==> src/rtl/sram_hex_pkg.sv <==
// Package: types and sizes shared by the SRAM word reader.
// Assumes: one idle state and one reading state are enough, because the
// memory is asynchronous and answers within one hand-pulsed period.
package sram_hex_pkg;

    // Read controller phase
    typedef enum logic {
        RD_IDLE   = 1'b0,
        RD_ACTIVE = 1'b1
    } rd_phase_t;

    localparam int NIBBLE_W = 4;
    localparam int SEG_W    = 7;

endpackage

==> src/rtl/srh_addr_map.sv <==
// srh_addr_map: widens the switch address to the full memory address.
// Assumes: SW_W <= ADDR_W; the unused high lines are tied to zero.
module srh_addr_map #(
    parameter int SW_W   = 5,
    parameter int ADDR_W = 18
) (
    input  logic [SW_W-1:0]   sw,
    output logic [ADDR_W-1:0] addr
);
    localparam int PAD_W = ADDR_W - SW_W;

    generate
        if (PAD_W > 0) begin : g_pad
            // zero the high lines and pass the switches through
            assign addr = {{PAD_W{1'b0}}, sw};
        end else begin : g_nopad
            // switches cover the whole address
            assign addr = sw;
        end
    endgenerate
endmodule

==> src/rtl/srh_read_ctrl.sv <==
// srh_read_ctrl: turns the read strobes on and captures bus words.
// Assumes: clk is a slow step clock, so the asynchronous memory has settled
// long before the capture edge; rst_n is synchronous and active low.
module srh_read_ctrl
    import sram_hex_pkg::*;
#(
    parameter int DATA_W = 16
) (
    input  logic              clk,
    input  logic              rst_n,
    input  logic [DATA_W-1:0] bus_in,
    output logic              strobe_n,
    output logic [DATA_W-1:0] word_q
);
    rd_phase_t phase_q;

    // phase register and captured word
    always_ff @(posedge clk) begin
        if (!rst_n) begin
            phase_q <= RD_IDLE;
            word_q  <= '0;
        end else begin
            case (phase_q)
                RD_IDLE:   phase_q <= RD_ACTIVE;
                RD_ACTIVE: word_q  <= bus_in;
                default:   phase_q <= RD_IDLE;
            endcase
        end
    end

    // strobes are active only while reading
    always_comb begin
        strobe_n = (phase_q != RD_ACTIVE);
    end
endmodule

==> src/rtl/srh_seg_decode.sv <==
// srh_seg_decode: one hex nibble to an active-low seven-segment pattern.
// Assumes: bit 0 drives segment a and bit 6 drives segment g.
module srh_seg_decode
    import sram_hex_pkg::*;
(
    input  logic [NIBBLE_W-1:0] nibble,
    output logic [SEG_W-1:0]    seg_n
);
    logic [SEG_W-1:0] lit;  // active-high, bit order gfedcba

    // pick the lit segments for each digit value
    always_comb begin
        case (nibble)
            4'h0:    lit = 7'b0111111;
            4'h1:    lit = 7'b0000110;
            4'h2:    lit = 7'b1011011;
            4'h3:    lit = 7'b1001111;
            4'h4:    lit = 7'b1100110;
            4'h5:    lit = 7'b1101101;
            4'h6:    lit = 7'b1111101;
            4'h7:    lit = 7'b0000111;
            4'h8:    lit = 7'b1111111;
            4'h9:    lit = 7'b1101111;
            4'hA:    lit = 7'b1110111;
            4'hB:    lit = 7'b1111100;
            4'hC:    lit = 7'b0111001;
            4'hD:    lit = 7'b1011110;
            4'hE:    lit = 7'b1111001;
            default: lit = 7'b1110001;
        endcase
        seg_n = ~lit;
    end
endmodule

==> src/rtl/sram_hex_reader.sv <==
// sram_hex_reader: reads one word from an asynchronous SRAM at a
// switch-selected location and shows it as hex digits.
// Assumes: read-only use; the bus is never driven from this side; DATA_W
// is a multiple of four.
module sram_hex_reader
    import sram_hex_pkg::*;
#(
    parameter int SW_W   = 5,
    parameter int ADDR_W = 18,
    parameter int DATA_W = 16
) (
    input  logic                           clk,
    input  logic                           rst_n,
    input  logic [SW_W-1:0]                sw_addr,
    output logic [ADDR_W-1:0]              mem_addr,
    inout  wire  [DATA_W-1:0]              mem_dq,
    output logic                           mem_ce_n,
    output logic                           mem_oe_n,
    output logic                           mem_we_n,
    output logic                           mem_lb_n,
    output logic                           mem_ub_n,
    output logic [(DATA_W/4)*SEG_W-1:0]    disp_seg_n
);
    localparam int DIGITS = DATA_W / NIBBLE_W;

    logic              strobe_n;
    logic [DATA_W-1:0] word_q;

    // bus stays released: this side only listens
    assign mem_dq = {DATA_W{1'bz}};

    srh_addr_map #(.SW_W(SW_W), .ADDR_W(ADDR_W)) u_addr (
        .sw   (sw_addr),
        .addr (mem_addr)
    );

    srh_read_ctrl #(.DATA_W(DATA_W)) u_ctrl (
        .clk      (clk),
        .rst_n    (rst_n),
        .bus_in   (mem_dq),
        .strobe_n (strobe_n),
        .word_q   (word_q)
    );

    // one strobe source fans out to all read enables; write stays off
    always_comb begin
        mem_ce_n = strobe_n;
        mem_oe_n = strobe_n;
        mem_lb_n = strobe_n;
        mem_ub_n = strobe_n;
        mem_we_n = 1'b1;
    end

    generate
        for (genvar d = 0; d < DIGITS; d++) begin : g_digit
            srh_seg_decode u_dec (
                .nibble (word_q[d*NIBBLE_W +: NIBBLE_W]),
                .seg_n  (disp_seg_n[d*SEG_W +: SEG_W])
            );
        end
    endgenerate
endmodule

==> config.mk <==
export PLATFORM = sky130hd
export DESIGN_NAME = sram_hex_reader
export DESIGN_NICKNAME = d
export VERILOG_FILES = /design/src/rtl/sram_hex_pkg.sv /design/src/rtl/srh_addr_map.sv /design/src/rtl/srh_read_ctrl.sv /design/src/rtl/srh_seg_decode.sv /design/src/rtl/sram_hex_reader.sv
export SDC_FILE = /design/constraint.sdc
export NUM_CORES = 1
export LEC_CHECK = 0
export ABC_AREA = 1
export BUFFER_PORTS_ARGS = -buffer_cell sky130_fd_sc_hd__buf_2
export CAP_MARGIN = 20
export CORE_MARGIN = 4
export CORE_UTILIZATION = 36
export CTS_BUF_LIST = sky130_fd_sc_hd__clkbuf_8
export DETAILED_ROUTE_END_ITERATION = 8
export PLACE_DENSITY = 0.87
export SETUP_SLACK_MARGIN = 0.02
export SLEW_MARGIN = 15
export SYNTH_ARGS = -nofsm -noshare
export SYNTH_HDL_FRONTEND = slang
export SYNTH_SLANG_ARGS = --single-unit
==> constraint.sdc <==
create_clock -name clk -period 2.1 [get_ports clk]
set_clock_uncertainty 0.05 [all_clocks]
set_input_delay 0.63 -clock clk [delete_from_list [all_inputs] [get_ports clk]]
set_output_delay 0.63 -clock clk [all_outputs]
set_load 0.01 [all_outputs]
==> results_dict.tcl <==
set metrics [dict create \
    critical_path_required_ps 1420 \
    crit_arrival_ps 850 \
    floorplan.rows 14 \
    hold_viol 0 \
    synth.yosys.seq_area_share_pct 16.4 \
    vias 288 \
    io_pins 74 \
    max_freq_ghz 0.652 \
    post_cts.repair.setup_buffers 0 \
    reg2regPathDepth 2 \
    antenna-diode-count 0 \
    floorplan.initialDensity_pct 39.2 \
    viasPerCell 3.00 \
    yosys.area_share.adder_pct 0 \
    detailedPlacementHpwl_um 687 \
    floorplan.die.width_um 49.2 \
    synthesis.area_per_instance_um2 7.95 \
    synth.distinct_cells 6 \
    drt_iter0_markers 0 \
    synth.cell_area_um2 612 \
    design.die.area_um2 2420 \
    cts-hold-fix-buffers 0 \
    grt_max_degree 13 \
    clock_tree.htree_level_count 1 \
    cts_bufs_inserted 3 \
    post_synth_xor_area_fraction_pct 0 \
    synthesis.instances 77 \
    synth_compound_gate_area_share_pct 0 \
    yosys_register_bits 5 \
    post_route_cells_drive_above_1_share_pct 47.5 \
    gp_congestion 0.581 \
    core-area_um2 1560 \
    nNetsFinal 88 \
    setup_repair_after_global_routing_missed_its_margin "false" \
    crit_end_category "primary output" \
    ys.warnings.count 0 \
    number_of_antenna_violations_at_the_first_check_in_global_routing 0 \
    final_cell_count_no_fill 96 \
    yosys-mux-area-fraction_pct 0 \
    clk_sinks 5 \
    timing_worst_setup_path_type "flip-flop to primary output" \
    post_cts_resized 0 \
    fin_crit_sh_pct 73.0 \
    cts_tree "yes" \
    finalSetupTns_ps 0 \
    placedInstanceArea_um2 433 \
    grt_first_pass_wirelength_um 1010 \
    pwr_density_cell_nw_per_um2 672 \
    synth_top_family_by_area "buffers and inverters" \
    min_path_type "flip-flop to flip-flop" \
    multi_input_comb_area_um2 129 \
    worst_ir_drop_vdd_uv 286 \
    port_buffers 33 \
    clock_tree.root_cell "sky130_fd_sc_hd__clkbuf_8" \
    status "finished clean" \
    first_global_vias 216 \
    route.detailed.drc 0 \
    drt_pass_1_iters 1 \
    grtUsageTotal_pct 5.53 \
    global_route.overflow_total 0 \
    cts_buffer_depth 2 \
    vertical_extent_of_the_die_um 49.2 \
    routed_wire_length_per_instance_um 8.01 \
    worst-path-max-fanout 12 \
    dp_cells 92 \
    post_synth_and_or_nand_nor_area_fraction_pct 2.04 \
    crit_path_start_kind "flip-flop" \
    timing.final.setup_violations 0 \
    worstSkewPairLatency_ps 220 \
    synthToLayoutAreaGrowth_pct -21.9 \
    worstHoldPathCells 1 \
    drv_slew 0 \
    register_area_um2 100 \
    ant_nets 0 \
    totalWireLength_um 769 \
    leakage_nw 0.346 \
    maxCapViolCount 0 \
    num-fill-cells 185 \
    path_clk_slew_ps 30 \
    area_of_all_placed_cells_without_fillers_um2 478 \
    layout_min_cycle_time_ps 1530 \
]
-- area by class of cell --
cell class / count / share of cell area, %
timing repair buffer: 33 / 34.6
inverter: 5 / 3.93
multi-input combinational: 33 / 27.0
tap: 16 / 4.19
clock inverter: 1 / 0.785
clock buffer: 3 / 8.64
sequential: 5 / 20.9
-- Yosys cell counts --
library cell | count | area, um2
sky130_fd_sc_hd__buf_4 | 63 | 473
sky130_fd_sc_hd__inv_1 | 5 | 18.8
sky130_fd_sc_hd__nor2_2 | 1 | 6.26
sky130_fd_sc_hd__nand2_2 | 1 | 6.26
sky130_fd_sc_hd__dfxtp_1 | 5 | 100
sky130_fd_sc_hd__conb_1 | 2 | 7.51
-- path summary, 6_finish.rpt --
| check | startpoint | to | slack (ps) |
|---|---|---|---|
| worst max-delay path | g_digit[1].u_dec.lit[3] | disp_seg_n[16] | 570 |
| worst min-delay path | u_ctrl.word_q[0] | g_digit[1].u_dec.lit[3] | 360 |
| worst max register to register | u_ctrl.word_q[0] | g_digit[1].u_dec.lit[6] | 1540 |
| worst min register to register | u_ctrl.word_q[0] | g_digit[1].u_dec.lit[3] | 360 |
-- registers in the layout (all words and copies together), names as in the netlist --
signal             cells
g_digit.u_dec.lit      3
u_ctrl.word_q          1
u_ctrl.phase_q         1
-- worst max-delay path, cell delays in order, from the launching register on --
cell                      delay (ps)
sky130_fd_sc_hd__dfxtp_1         290
sky130_fd_sc_hd__inv_1           170
sky130_fd_sc_hd__buf_2           180
-- power by group --
group,switching (W),internal [W],total (W)
sequential,0.000000992,0.0000977,0.0000987
combinational,0.0000423,0.0000112,0.0000535
clock,0.0000438,0.000125,0.000169
total,0.0000871,0.000234,0.000321
-- placed cells by master, fill, tap and decap left out --
master	n
sky130_fd_sc_hd__conb_1	31
sky130_fd_sc_hd__clkbuf_8	3
sky130_fd_sc_hd__buf_2	33
sky130_fd_sc_hd__nor2_2	1
sky130_fd_sc_hd__inv_1	6
sky130_fd_sc_hd__dfxtp_1	5
sky130_fd_sc_hd__nand2_2	1
-- per-stage QoR --
step | hold slack (ps) | util, % | total power [W] | worst slack [ps]
global route | 369 | 30.7 | 0.000339 | 468
CTS | 360 | 30.7 | 0.000327 | 543
floorplan | 335 | - | 0.000206 | 671
detailed placement | 352 | 27.8 | 0.000152 | 778
global placement | 340 | 27.8 | 0.000152 | 790
finish | 355 | 30.7 | 0.000321 | 566
-- cells by family (layout without fill, tap and decap cells) --
logic type | Yosys count | after routing
and+or+nand+nor | 2 | 2
buffers and inverters | 68 | 42
other | 2 | 31
DFF | 5 | 5
-- routing by layer --
metal,wire length [um],share of wire (%),track usage [%]
met1,196,25,3.30
met2,462,60,10.7
met3,105,14,2.75
met4,5,0.65,5.69
met5,0,0,0
Note: power is estimated with default switching activity, not from simulation.
